--- config.mk ---
export PLATFORM = sky130hd
export DESIGN_NAME = serial_port_ctrl
export DESIGN_NICKNAME = d
export VERILOG_FILES = /design/src/rtl/sp_pkg.sv /design/src/rtl/sp_fifo.sv /design/src/rtl/sp_ctrl.sv /design/src/rtl/sp_datapath.sv /design/src/rtl/serial_port_ctrl.sv
export SDC_FILE = /design/constraint.sdc
export NUM_CORES = 1
export LEC_CHECK = 0
export ABC_AREA = 1
export BUFFER_PORTS_ARGS = -buffer_cell sky130_fd_sc_hd__buf_4
export CORE_MARGIN = 2
export CORE_UTILIZATION = 45
export CTS_CLUSTER_SIZE = 10
export DETAILED_ROUTE_END_ITERATION = 6
export GPL_TIMING_DRIVEN = 1
export SLEW_MARGIN = 15
export SYNTH_ARGS = -nofsm -noshare
export SYNTH_HDL_FRONTEND = slang
export SYNTH_SLANG_ARGS = --single-unit
--- constraint.sdc ---
create_clock -name clk -period 4.75 [get_ports clk]
set_input_delay 0.95 -clock clk [delete_from_list [all_inputs] [get_ports clk]]
set_output_delay 0.95 -clock clk [all_outputs]
set_load 0.02 [all_outputs]
--- src/rtl/sp_pkg.sv ---
`timescale 1ns/1ps
package sp_pkg;
  localparam int FIFO_DEPTH = 64;
  localparam int DIV_W      = 12;
  localparam int CNT_W      = $clog2(FIFO_DEPTH + 1);
  localparam int BC_W       = DIV_W + 2;
  localparam int FRM_W      = 12;

  localparam logic [2:0] A_TXDATA = 3'd0;
  localparam logic [2:0] A_RXDATA = 3'd1;
  localparam logic [2:0] A_CTRL   = 3'd2;
  localparam logic [2:0] A_STAT   = 3'd3;
  localparam logic [2:0] A_THRESH = 3'd4;
  localparam logic [2:0] A_BAUD   = 3'd5;

  localparam logic [1:0] PAR_EVEN = 2'd1;
  localparam logic [1:0] PAR_ODD  = 2'd2;

  typedef struct packed {
    logic [1:0]      lenSel;
    logic            twoStop;
    logic [1:0]      parSel;
    logic            twoWire;
    logic            rtsInv;
    logic            txEn;
    logic            rxEn;
    logic            txIrqEn;
    logic            rxIrqEn;
    logic [BC_W-1:0] bitCycles;
    logic [7:0]      txThresh;
    logic [7:0]      rxThresh;
  } cfg_t;

  typedef struct packed {
    logic       pushTx;
    logic       popRx;
    logic       clrTx;
    logic       clrRx;
    logic       clrErr;
    logic [7:0] wrByte;
  } strobe_t;

  typedef struct packed {
    logic             rxEmpty;
    logic             rxFull;
    logic             txFull;
    logic             frameErr;
    logic             parErr;
    logic [CNT_W-1:0] rxCount;
    logic [CNT_W-1:0] txCount;
    logic [7:0]       rxHead;
  } status_t;
endpackage

--- src/rtl/sp_fifo.sv ---
`timescale 1ns/1ps
module sp_fifo #(
  parameter int DEPTH = 64,
  parameter int WIDTH = 8
) (
  input  logic                       clk,
  input  logic                       rstN,
  input  logic                       clr,
  input  logic                       push,
  input  logic                       pop,
  input  logic [WIDTH-1:0]           din,
  output logic [WIDTH-1:0]           head,
  output logic [$clog2(DEPTH+1)-1:0] count,
  output logic                       full,
  output logic                       empty
);
  localparam int PW = (DEPTH > 1) ? $clog2(DEPTH) : 1;
  localparam int CW = $clog2(DEPTH + 1);

  logic [WIDTH-1:0] mem [DEPTH];
  logic [PW-1:0]    wp, rp;
  logic             doPush, doPop;

  assign full   = (count == CW'(DEPTH));
  assign empty  = (count == '0);
  assign doPush = push && !full;
  assign doPop  = pop && !empty;
  assign head   = mem[rp];

  always_ff @(posedge clk) begin
    if (doPush) mem[wp] <= din;
  end

  always_ff @(posedge clk or negedge rstN) begin
    if (!rstN) begin
      wp <= '0; rp <= '0; count <= '0;
    end else if (clr) begin
      wp <= '0; rp <= '0; count <= '0;
    end else begin
      if (doPush) wp <= wp + PW'(1);
      if (doPop)  rp <= rp + PW'(1);
      count <= count + CW'(doPush) - CW'(doPop);
    end
  end

  // occupancy never passes the depth
  assert_count_bound_R4: assert property (@(posedge clk) disable iff (!rstN)
    count <= CW'(DEPTH));
endmodule

--- src/rtl/sp_ctrl.sv ---
`timescale 1ns/1ps
module sp_ctrl
  import sp_pkg::*;
#(
  parameter int DEF_DIV = 7
) (
  input  logic          clk,
  input  logic          rstN,
  input  logic          wrEn,
  input  logic          rdEn,
  input  logic [2:0]    addr,
  input  logic [31:0]   wdata,
  output logic [31:0]   rdata,
  input  status_t       st,
  output cfg_t          cfg,
  output strobe_t       stb
);
  logic [10:0]      ctrlR;
  logic [15:0]      threshR;
  logic [DIV_W-1:0] divR;
  logic             useXtal, useNew;
  logic [DIV_W-1:0] effDiv;

  always_ff @(posedge clk or negedge rstN) begin
    if (!rstN) begin
      ctrlR <= '0; threshR <= '0; divR <= '0; useXtal <= 1'b0; useNew <= 1'b0;
    end else if (wrEn) begin
      case (addr)
        A_CTRL:   ctrlR <= wdata[10:0];
        A_THRESH: threshR <= wdata[15:0];
        A_BAUD: begin
          divR <= wdata[DIV_W-1:0]; useXtal <= wdata[23]; useNew <= wdata[24];
        end
        default: ;
      endcase
    end
  end

  assign effDiv = (useXtal && useNew) ? divR : DIV_W'(DEF_DIV);

  always_comb begin
    cfg.lenSel    = ctrlR[1:0];
    cfg.twoStop   = ctrlR[2];
    cfg.parSel    = ctrlR[4:3];
    cfg.twoWire   = ctrlR[5];
    cfg.rtsInv    = ctrlR[6];
    cfg.txEn      = ctrlR[7];
    cfg.rxEn      = ctrlR[8];
    cfg.txIrqEn   = ctrlR[9];
    cfg.rxIrqEn   = ctrlR[10];
    cfg.bitCycles = ({2'b00, effDiv} + BC_W'(1)) * BC_W'(3);
    cfg.txThresh  = threshR[7:0];
    cfg.rxThresh  = threshR[15:8];
  end

  always_comb begin
    stb.pushTx = wrEn && (addr == A_TXDATA);
    stb.wrByte = wdata[7:0];
    stb.popRx  = rdEn && (addr == A_RXDATA);
    stb.clrRx  = wrEn && (addr == A_CTRL) && wdata[11];
    stb.clrTx  = wrEn && (addr == A_CTRL) && wdata[12];
    stb.clrErr = wrEn && (addr == A_CTRL) && wdata[13];
  end

  always_comb begin
    rdata = '0;
    case (addr)
      A_RXDATA: rdata[7:0] = st.rxEmpty ? 8'h00 : st.rxHead;
      A_CTRL:   rdata[10:0] = ctrlR;
      A_STAT: begin
        rdata[0] = st.rxEmpty;
        rdata[1] = st.txFull;
        rdata[2] = st.frameErr;
        rdata[3] = st.parErr;
        rdata[8 +: CNT_W]  = st.rxCount;
        rdata[16 +: CNT_W] = st.txCount;
      end
      A_THRESH: rdata[15:0] = threshR;
      A_BAUD: begin
        rdata[DIV_W-1:0] = divR; rdata[23] = useXtal; rdata[24] = useNew;
      end
      default: ;
    endcase
  end
endmodule

--- src/rtl/sp_datapath.sv ---
`timescale 1ns/1ps
module sp_datapath
  import sp_pkg::*;
(
  input  logic    clk,
  input  logic    rstN,
  input  cfg_t    cfg,
  input  strobe_t stb,
  output status_t st,
  output logic    txd,
  input  logic    rxd,
  input  logic    cts,
  output logic    rts,
  output logic    irq
);
  logic [3:0] dataBits, hasPar;
  assign dataBits = 4'd5 + {2'b00, cfg.lenSel};
  assign hasPar   = {3'b000, (cfg.parSel == PAR_EVEN) || (cfg.parSel == PAR_ODD)};

  // ---------------- transmit ----------------
  logic [7:0]       txHead, txData;
  logic             txEmpty, txBusy, txStart;
  logic [FRM_W-1:0] txFrame, txFrameNext;
  logic [3:0]       txBits, txTotal;
  logic [BC_W-1:0]  txCnt;

  sp_fifo #(.DEPTH(FIFO_DEPTH), .WIDTH(8)) uTxFifo (
    .clk(clk), .rstN(rstN), .clr(stb.clrTx), .push(stb.pushTx), .pop(txStart),
    .din(stb.wrByte), .head(txHead), .count(st.txCount), .full(st.txFull), .empty(txEmpty));

  assign txStart = !txBusy && cfg.txEn && !txEmpty && (cfg.twoWire || cts);
  assign txData  = txHead & (8'hFF >> (4'd8 - dataBits));
  assign txTotal = 4'd2 + dataBits + hasPar + {3'b000, cfg.twoStop};

  always_comb begin
    txFrameNext    = '1;
    txFrameNext[0] = 1'b0;
    for (int i = 0; i < 8; i++)
      if (i < int'(dataBits)) txFrameNext[i+1] = txData[i];
    if (hasPar[0]) txFrameNext[dataBits + 4'd1] = (^txData) ^ (cfg.parSel == PAR_ODD);
  end

  always_ff @(posedge clk or negedge rstN) begin
    if (!rstN) begin
      txBusy <= 1'b0; txFrame <= '1; txBits <= '0; txCnt <= '0;
    end else if (stb.clrTx) begin
      txBusy <= 1'b0; txFrame <= '1;
    end else if (txStart) begin
      txBusy <= 1'b1; txFrame <= txFrameNext;
      txBits <= txTotal - 4'd1; txCnt <= cfg.bitCycles - BC_W'(1);
    end else if (txBusy) begin
      if (txCnt != '0) txCnt <= txCnt - BC_W'(1);
      else if (txBits == '0) txBusy <= 1'b0;
      else begin
        txFrame <= {1'b1, txFrame[FRM_W-1:1]};
        txBits  <= txBits - 4'd1;
        txCnt   <= cfg.bitCycles - BC_W'(1);
      end
    end
  end

  assign txd = txBusy ? txFrame[0] : 1'b1;

  // ---------------- receive ----------------
  logic             rxMeta, rxS, rxPrev, rxBusy, rxSampleNow, rxDone;
  logic [3:0]       rxIdx, rxLast;
  logic [BC_W-1:0]  rxCnt;
  logic [FRM_W-1:0] rxSamp, rxSampNext;
  logic [7:0]       rxByte;
  logic             rxParOk, rxStopOk;

  assign rxLast      = dataBits + hasPar + 4'd1;
  assign rxSampleNow = rxBusy && (rxCnt == '0);
  assign rxDone      = rxSampleNow && (rxIdx == rxLast);

  always_comb begin
    rxSampNext        = rxSamp;
    rxSampNext[rxIdx] = rxS;
    for (int i = 0; i < 8; i++)
      rxByte[i] = (i < int'(dataBits)) ? rxSampNext[i+1] : 1'b0;
    rxParOk  = !hasPar[0] ||
               (rxSampNext[dataBits + 4'd1] == ((^rxByte) ^ (cfg.parSel == PAR_ODD)));
    rxStopOk = rxSampNext[dataBits + 4'd1 + hasPar];
  end

  sp_fifo #(.DEPTH(FIFO_DEPTH), .WIDTH(8)) uRxFifo (
    .clk(clk), .rstN(rstN), .clr(stb.clrRx), .push(rxDone), .pop(stb.popRx),
    .din(rxByte), .head(st.rxHead), .count(st.rxCount), .full(st.rxFull), .empty(st.rxEmpty));

  always_ff @(posedge clk or negedge rstN) begin
    if (!rstN) begin
      rxMeta <= 1'b1; rxS <= 1'b1; rxPrev <= 1'b1;
      rxBusy <= 1'b0; rxIdx <= '0; rxCnt <= '0; rxSamp <= '0;
      st.parErr <= 1'b0; st.frameErr <= 1'b0;
    end else begin
      rxMeta <= rxd; rxS <= rxMeta; rxPrev <= rxS;
      if (stb.clrRx) rxBusy <= 1'b0;
      else if (!rxBusy) begin
        if (cfg.rxEn && rxPrev && !rxS) begin
          rxBusy <= 1'b1; rxIdx <= '0; rxSamp <= '0; rxCnt <= cfg.bitCycles >> 1;
        end
      end else if (!rxSampleNow) rxCnt <= rxCnt - BC_W'(1);
      else if ((rxIdx == '0 && rxS) || rxDone) rxBusy <= 1'b0;
      else begin
        rxSamp <= rxSampNext; rxIdx <= rxIdx + 4'd1; rxCnt <= cfg.bitCycles - BC_W'(1);
      end
      if (stb.clrErr) begin
        st.parErr <= 1'b0; st.frameErr <= 1'b0;
      end else if (rxDone) begin
        st.parErr   <= st.parErr | !rxParOk;
        st.frameErr <= st.frameErr | !rxStopOk;
      end
    end
  end

  assign rts = !(cfg.rtsInv || (!cfg.twoWire && st.rxFull));
  assign irq = (cfg.txIrqEn && (8'(st.txCount) < cfg.txThresh)) ||
               (cfg.rxIrqEn && (8'(st.rxCount) >= cfg.rxThresh));

  // flow control holds the transmitter idle while clear-to-send is low
  assert_cts_holds_tx_R8: assert property (@(posedge clk) disable iff (!rstN)
    (!txBusy && !cfg.twoWire && !cts) |=> !txBusy);
  // a disabled transmitter never starts a character
  assert_tx_disabled_idle_R11: assert property (@(posedge clk) disable iff (!rstN)
    (!txBusy && !cfg.txEn) |=> !txBusy);
  // a push into a full queue leaves the occupancy unchanged
  assert_full_write_dropped_R4: assert property (@(posedge clk) disable iff (!rstN)
    (stb.pushTx && st.txFull && !txStart && !stb.clrTx) |=> (st.txCount == $past(st.txCount)));
  // a pop from an empty queue leaves it empty
  assert_empty_read_no_pop_R5: assert property (@(posedge clk) disable iff (!rstN)
    (stb.popRx && st.rxEmpty && !rxDone && !stb.clrRx) |=> (st.rxCount == '0));
  // error flags stay set until explicitly cleared
  assert_par_err_sticky_R6: assert property (@(posedge clk) disable iff (!rstN)
    (st.parErr && !stb.clrErr) |=> st.parErr);
  assert_frame_err_sticky_R6: assert property (@(posedge clk) disable iff (!rstN)
    (st.frameErr && !stb.clrErr) |=> st.frameErr);
endmodule

--- src/rtl/serial_port_ctrl.sv ---
`timescale 1ns/1ps
module serial_port_ctrl
  import sp_pkg::*;
#(
  parameter int DEF_DIV = 7
) (
  input  logic        clk,
  input  logic        rstN,
  input  logic        wrEn,
  input  logic        rdEn,
  input  logic [2:0]  addr,
  input  logic [31:0] wdata,
  output logic [31:0] rdata,
  output logic        txd,
  input  logic        rxd,
  input  logic        cts,
  output logic        rts,
  output logic        irq
);
  cfg_t    cfg;
  strobe_t stb;
  status_t st;

  sp_ctrl #(.DEF_DIV(DEF_DIV)) uCtrl (
    .clk(clk), .rstN(rstN), .wrEn(wrEn), .rdEn(rdEn), .addr(addr),
    .wdata(wdata), .rdata(rdata), .st(st), .cfg(cfg), .stb(stb));

  sp_datapath uData (
    .clk(clk), .rstN(rstN), .cfg(cfg), .stb(stb), .st(st),
    .txd(txd), .rxd(rxd), .cts(cts), .rts(rts), .irq(irq));
endmodule

======== Word-level counts from Yosys, hierarchy flattened ========
Memory sizes are Yosys's and may differ from the RTL's.
Index checks and enable logic that the tools add are counted.
word-level totals
  register bits ........................... 146
  RAM bits ................................ 1024
  input port bits ......................... 41
  output and inout port bits .............. 35
  word-level logic and storage cells ...... 248
  memories ................................ 2
memories
  name               words  bits a word  rd ports  clocked after Yosys merged registers in  write ports  line           source
  uData.uRxFifo.mem  64     8            1         0                                        1            sp_fifo.sv:20  logic [WIDTH-1:0] mem [DEPTH];
  uData.uTxFifo.mem  64     8            1         0                                        1            sp_fifo.sv:20
cells by class
  $add $sub $neg .......................... 24
  multiply operators ...................... 1
  $lt $le $gt $ge ......................... 15
  equality and inequality tests ........... 19
  shifts and indexed selects .............. 1
  mux-type cells .......................... 89
  bitwise gates (word level) .............. 7
  reductions and logical operators ........ 66
operators with widths
  kind                                                                   number
  12-bit two-way mux                                                     11
  14-bit two-way mux                                                     8
  6-bit two-way mux                                                      8
  14-bit by 1-bit subtractor with 14-bit output (second input constant)  3
  1-bit two-way mux                                                      36
  4-bit two-way mux                                                      8
  6-bit by 1-bit adder with 6-bit output (second input constant)         4
  12-bit bitwise mux                                                     2
  1-bit logical AND                                                      24
  7-bit two-way mux                                                      3
  4-bit case mux with 5 select lines                                     1
  4-bit by 1-bit adder with 4-bit output                                 4
  3-bit by 4-bit < comparator with 1-bit output (first input constant)   4
  4-bit case mux with 4 select lines                                     1
  8-bit parity                                                           2
  4-bit by 5-bit < comparator with 1-bit output (second input constant)  3
  7-bit by 1-bit adder with 7-bit output                                 2
  7-bit equality test (second input constant)                            2
  14-bit logical NOT                                                     1
  7-bit logical NOT                                                      2
  14-bit by 2-bit multiplier with 14-bit output (second input constant)  1
  14-bit nonzero test                                                    1
  2-bit nonzero test                                                     7
  7-bit by 1-bit subtractor with 7-bit output                            2
  41 further kinds                                                       82

======== Depth between registers and ports, before layout ========
  depth after elaboration ................. 14
  mapped depth ............................ 28
  mapped depth without buffers ............ 27

======== Cells and area by module ========
Synthesis repeated with hierarchy kept, for this count alone.
unflattened totals
  cell total of the unflattened synthesis .. 5508
  area, all modules ....................... 54197.0 um^2
by module, submodules not included
  module                    instances  cells an instance  area an instance (um^2)  seq. area each (um^2)
  sp_fifo at uData.uRxFifo  1          2125               22644.2                  15850.2
  sp_fifo at uData.uTxFifo  1          2123               22634.2                  15850.2
  sp_datapath               1          810                5773.0                   1695.4
  sp_ctrl                   1          450                3145.5                   1026.0

======== Least setup slack after synthesis ========
No wires, ideal clock.
  path kind ............................... reg-to-reg
  start ................................... reg uData.rxIdx[1]
  end ..................................... reg, netlist name uData.st[22]
  setup time .............................. 77 ps
  arrival time ............................ 4750 ps
  setup slack ............................. -78 ps
  cell stages (with the launch flop) ...... 13
  buffers on the path ..................... 0
  path through ............................ dfrtp_1 inv_1 ha_1 nand2_1 o21ai_0 inv_1 xor2_1 xor2_1 xor2_1 o21ai_1 a21oi_1 nand2_1 a21oi_1
on the way
  longest elaborated chain between the ends .. 14
  elaborated cells between the ends (all ways) .. 27
  classes of those cells .................. order compare (2); eq/ne (2); mux (15); bitwise (2); reduce/logical (6)
RTL lines
  element                                                                                                                                              line                source
  from (decl)                                                                                                                                          sp_datapath.sv:66   logic [3:0] rxIdx, rxLast;
  from (signal assigned)                                                                                                                               sp_datapath.sv:105  rxSamp <= rxSampNext; rxIdx <= rxIdx + 4'd1; rxCnt <= cfg.bitCycles - BC_W'(1);
  4-bit by 5-bit < comparator with 1-bit output (not written as such) or 4-bit by 1-bit greater-or-equal comparator with 1-bit output (tied branches)  sp_datapath.sv:78   rxSampNext[rxIdx] = rxS;
  1-bit logical AND (not written as such)                                                                                                              sp_datapath.sv:78
  1-bit two-way mux (not written as such)                                                                                                              sp_datapath.sv:78
  1-bit demux with 4-bit select *                                                                                                                      -
  12-bit bitwise mux *                                                                                                                                 sp_datapath.sv:78
  1-bit two-way mux *                                                                                                                                  sp_datapath.sv:80   rxByte[i] = (i < int'(dataBits)) ? rxSampNext[i+1] : 1'b0;
  named net uData.rxByte[4]                                                                                                                            sp_datapath.sv:69   logic [7:0] rxByte;
  8-bit parity *                                                                                                                                       sp_datapath.sv:82   (rxSampNext[dataBits + 4'd1] == ((^rxByte) ^ (cfg.parSel == PAR_ODD)));
  1-bit bitwise XOR *                                                                                                                                  sp_datapath.sv:82
  1-bit equality test *                                                                                                                                sp_datapath.sv:82
  1-bit logical OR *                                                                                                                                   sp_datapath.sv:81   rxParOk = !hasPar[0] ||
  1-bit logical NOT *                                                                                                                                  sp_datapath.sv:110  st.parErr <= st.parErr | !rxParOk;
  1-bit OR *                                                                                                                                           sp_datapath.sv:110
  2-bit two-way mux *                                                                                                                                  sp_datapath.sv:109  end else if (rxDone) begin
  2-bit two-way mux *                                                                                                                                  sp_datapath.sv:107  if (stb.clrErr) begin
The timed path passes the listed nets; every way through them passes the cells marked *. The select of a mux whose other input is x is not followed.
A chain may end at the register's enable or synchronous reset.

======== Worst setup path in the final report ========
  start ................................... reg uData.uRxFifo.rp[2]
  end ..................................... out rdata[6]
on the way
  longest elaborated chain between the ends .. 3
RTL lines
  element                             line                    source
  from (decl)                         sp_fifo.sv:21           logic [PW-1:0] wp, rp;
  from (signal assigned)              sp_fifo.sv:41           if (doPop) rp <= rp + PW'(1);
  memory read 64 x 8 bit              -
  8-bit two-way mux                   sp_ctrl.sv:68           A_RXDATA: rdata[7:0] = st.rxEmpty ? 8'h00 : st.rxHead;
  4-bit case mux with 4 select lines  sp_ctrl.sv:67           case (addr)
  to (decl)                           serial_port_ctrl.sv:13  output logic [31:0] rdata,
No other way between the ends.

==> key figures <==
Placement
  • Final HPWL DP: 80880 um
  • Final Wtd Congestion: 0.9038
  • Pre-CTS setup slack: 0.5676 ns
  • Placed inst area: 54470 um2
  • Port bufs: 54

Logic synthesis
  • Most frequent cell after synthesis: nand2_1
  • Asr flop ratio synth: 12.48%
  • Post-synthesis sequential area ratio: 66.85%
  • Syn Area/Cell: 10.92 um2
  • #FFs+latches synth: 1170
  • Cells after Synth: 4714
  • Area leader, netlist: edfxtp_1
  • Area share of the largest cell type after synthesis: 59.72%
  • Primary FF master, synth: edfxtp_1
  • Post-synth top cells: nand2_1, edfxtp_1, nor2_1, nand3_1, o21ai_0
  • Yosys cell types: 64
  • Area contributors post-synth: edfxtp_1, nand2_1, dfrtp_1, nand3_1, o21ai_0
  • Synthesized area: 51490 um2
  • Number of synthesized flops with an enable pin: 1024
  • Synthesis warning total: 0

Worst setup path
  • R2R setup slack: 0.52 ns
  • Critical path startpoint category: register
  • CP required: 3.80 ns
  • Critical-path maximum fanout: 36
  • CP Capture Type: primary output
  • WP data arrival: 3.59 ns
  • Crit path kind: reg -> out

Timing
  • Slew Limit Fails: 0
  • Final setup vio count: 0
  • Worst-margin pin slew: 1.170 ns
  • Setup slack after layout: 0.2126 ns
  • Slew margin rel.: 22.00%
  • Final Hold Fails: 0
  • Total Neg Setup Slack: 0 ns
  • Clock Skews: 0.02498 ns
  • Minimum clock period: 4.537 ns
  • Post-route clock period utilization: 95.52%
  • Highest clock rate: 220.4 MHz
  • RSZ-0062 raised after global routing: no

Routing
  • DR WL/cell: 20.69 um
  • Post-route DRC: 0
  • Routed WL: 133400 um
  • Drt pass-1 iters: 5
  • Via count: 35395
  • Antenna viol nets, final: 0
  • Initial DRC Count: 3483
  • Via density: 5.488

Power and ir drop
  • P_int: 20380 uW
  • Pwr Total: 32040 uW
  • VDD IR-drop max: 0.0004159 V
  • Net Sw Power: 11660 uW
  • Combinational share of power: 32.4%
  • Switching fraction of total power: 36.38%
  • PwrDens: 548.4 nW/um2
  • Leakage power: 0.02184 uW
  • Seq pwr share: 38.1%
  • Clock power frac: 29.5%

Floorplanning
  • Core footprint: 113900 um2
  • Initial Util: 45.22%
  • Chip Width: 342.3 um
  • IO Count: 76
  • Die height: 342.3 um
  • Placement row count: 124
  • Die area: 117200 um2

Layout
  • Register Area: 34440 um2
  • Multi-input gate area: 15050 um2
  • Final #Nets: 4995
  • Antenna cell count: 0
  • Finished Core Util: 51.31%
  • Synth-to-Final Area Change: 13.46%
  • Post-Layout Inst Area: 58430 um2
  • Fill count: 10071
  • Share of cells above drive strength 1: 10.55%

Clocking
  • TritonCTS clock tree: built
  • Clock root cell: clkbuf_16
  • Hold-fix buffers, CTS: 0
  • H-Tree Depth: 4
  • Reg clk slew, reported paths: 0.06 ns
  • Clock Latency Late Sink: 0.73 ns
  • Clock tree sinks: 1170
  • Maximum root-to-sink buffer count: 3
  • CTS buffer count: 138

Global routing
  • Largest net degree at the start of global routing: 130
  • Vias in the first global route: 33806
  • Antenna violations before repair: 1
  • Overall Global Routing Usage: 22.80%
  • Gr ovfl total: 0
  • Global-route wire length before repair: 204600 um

Outcome
  • Outcome: completed

Flow run
  • Max_cap viols: 0

Min path
  • Min-delay worst type: in -> async
==> cell type report <==
class	count	area share, %
Timing Repair Buffer	259	3.626
Clock buffer	186	6.470
Inverter	262	1.730
Sequential cell	1170	58.94
Multi-Input combinational cell	3045	25.75
Tap cell	1512	3.238
Clock inverter	16	0.2463
==> sequential cells by signal, indices dropped and copies added (netlist names), 2 cells and up <==
name                 count
uData.rxSamp            12
uData.uRxFifo.rp         6
uCtrl.threshR           16
uData.uTxFifo.count      7
uData.uTxFifo.rp         6
uCtrl.ctrlR             11
uData.rxCnt             14
uData.txBits             4
uData.txCnt             14
uData.uRxFifo.mem      512
uData.uRxFifo.wp         6
uCtrl.divR              12
uData.uTxFifo.mem      512
uData.uRxFifo.count      7
uData.uTxFifo.wp         6
uData.rxIdx              4
uData.txFrame           12
uData.st                 2
==> power groups by stage <==
stage	logic (uW)	registers (uW)	clock network [uW]
after global routing	11500	12200	10100
after detailed placement	10200	12400	0
after floorplan	7130	12200	0
after global placement	10100	12400	0
after CTS	10300	12200	9630
final	10400	12200	9470
==> routing by layer <==
metal	global-route usage, %	vias to the layer above	routed length, um
met1	32.53	17234	59680
met5	0	-	0
met2	36.04	1098	62160
met3	3.040	225	7688
li1	-	16838	-
met4	7.813	0	3913
==> worst paths after layout <==
path                       cells past startpoint                end           startpoint
setup / recovery                               8           rdata[6]  uData.uRxFifo.rp[2]
hold / removal                                 1  uCtrl.threshR[12]                 rstN
setup reg to reg                              19    uData.rxCnt[10]        uCtrl.useXtal
hold reg to reg                                0          uData.rxS         uData.rxMeta
max in group asynchronous                      2       uData.rxPrev                 rstN
min in group clk                               1       uData.rxMeta                  rxd
==> metrics by stage <==
step | hold WS, ns | std cells
finish | 0.3068 | 6450
global route | 0.3159 | 6450
CTS | 0.2922 | 6448
detailed placement | 0.3484 | 6246
global placement | 0.3453 | 6246
floorplan | 0.3452 | 4720
==> layout by cell type, fill, tap and decap left out, types with 29 or more instances in the layout <==
master and instances:
nand2_1 1072, edfxtp_1 1024, nor2_1 502, nand3_1 388
o21ai_0 376, buf_4 243, inv_1 234, a21oi_1 181
clkbuf_16 143, dfrtp_1 126, o22ai_1 101, ha_1 73
o221ai_1 51, clkbuf_1 39, xor2_1 38, o211ai_1 34
nand4_1 29
==> repair_timing <==
item / 4_1_cts / 5_1_grt
gates resized for setup: 3 / 1
endpoints found under the setup margin: 8 / 4
setup buffers: 0 / 2
pin swaps: 0 / 0
endpoints found under the hold margin: 0 / 0
==> cell families after synthesis <==
group	count (synthesis)	share of synthesized area (%)
and+or+nand+nor	2081	16.91
AOI/OAI and AO/OA	826	9.204
buffers and inverters	505	4.114
DFF	1170	66.85
xor gates and xnor gates	53	0.9525
adders and majority gates	78	1.968
other	1	0.007283
==> worst max-delay path, cell delays in order, from the launching register on <==
cell and delay (ns):
dfrtp_2 0.89, buf_4 0.41, o221ai_1 0.22, o211ai_1 0.20, nand3_1 0.19, a32o_1 0.36, a22oi_1 0.16, o221ai_1 0.19
buf_4 0.21
No activity file was read; power rests on OpenSTA's default activity.
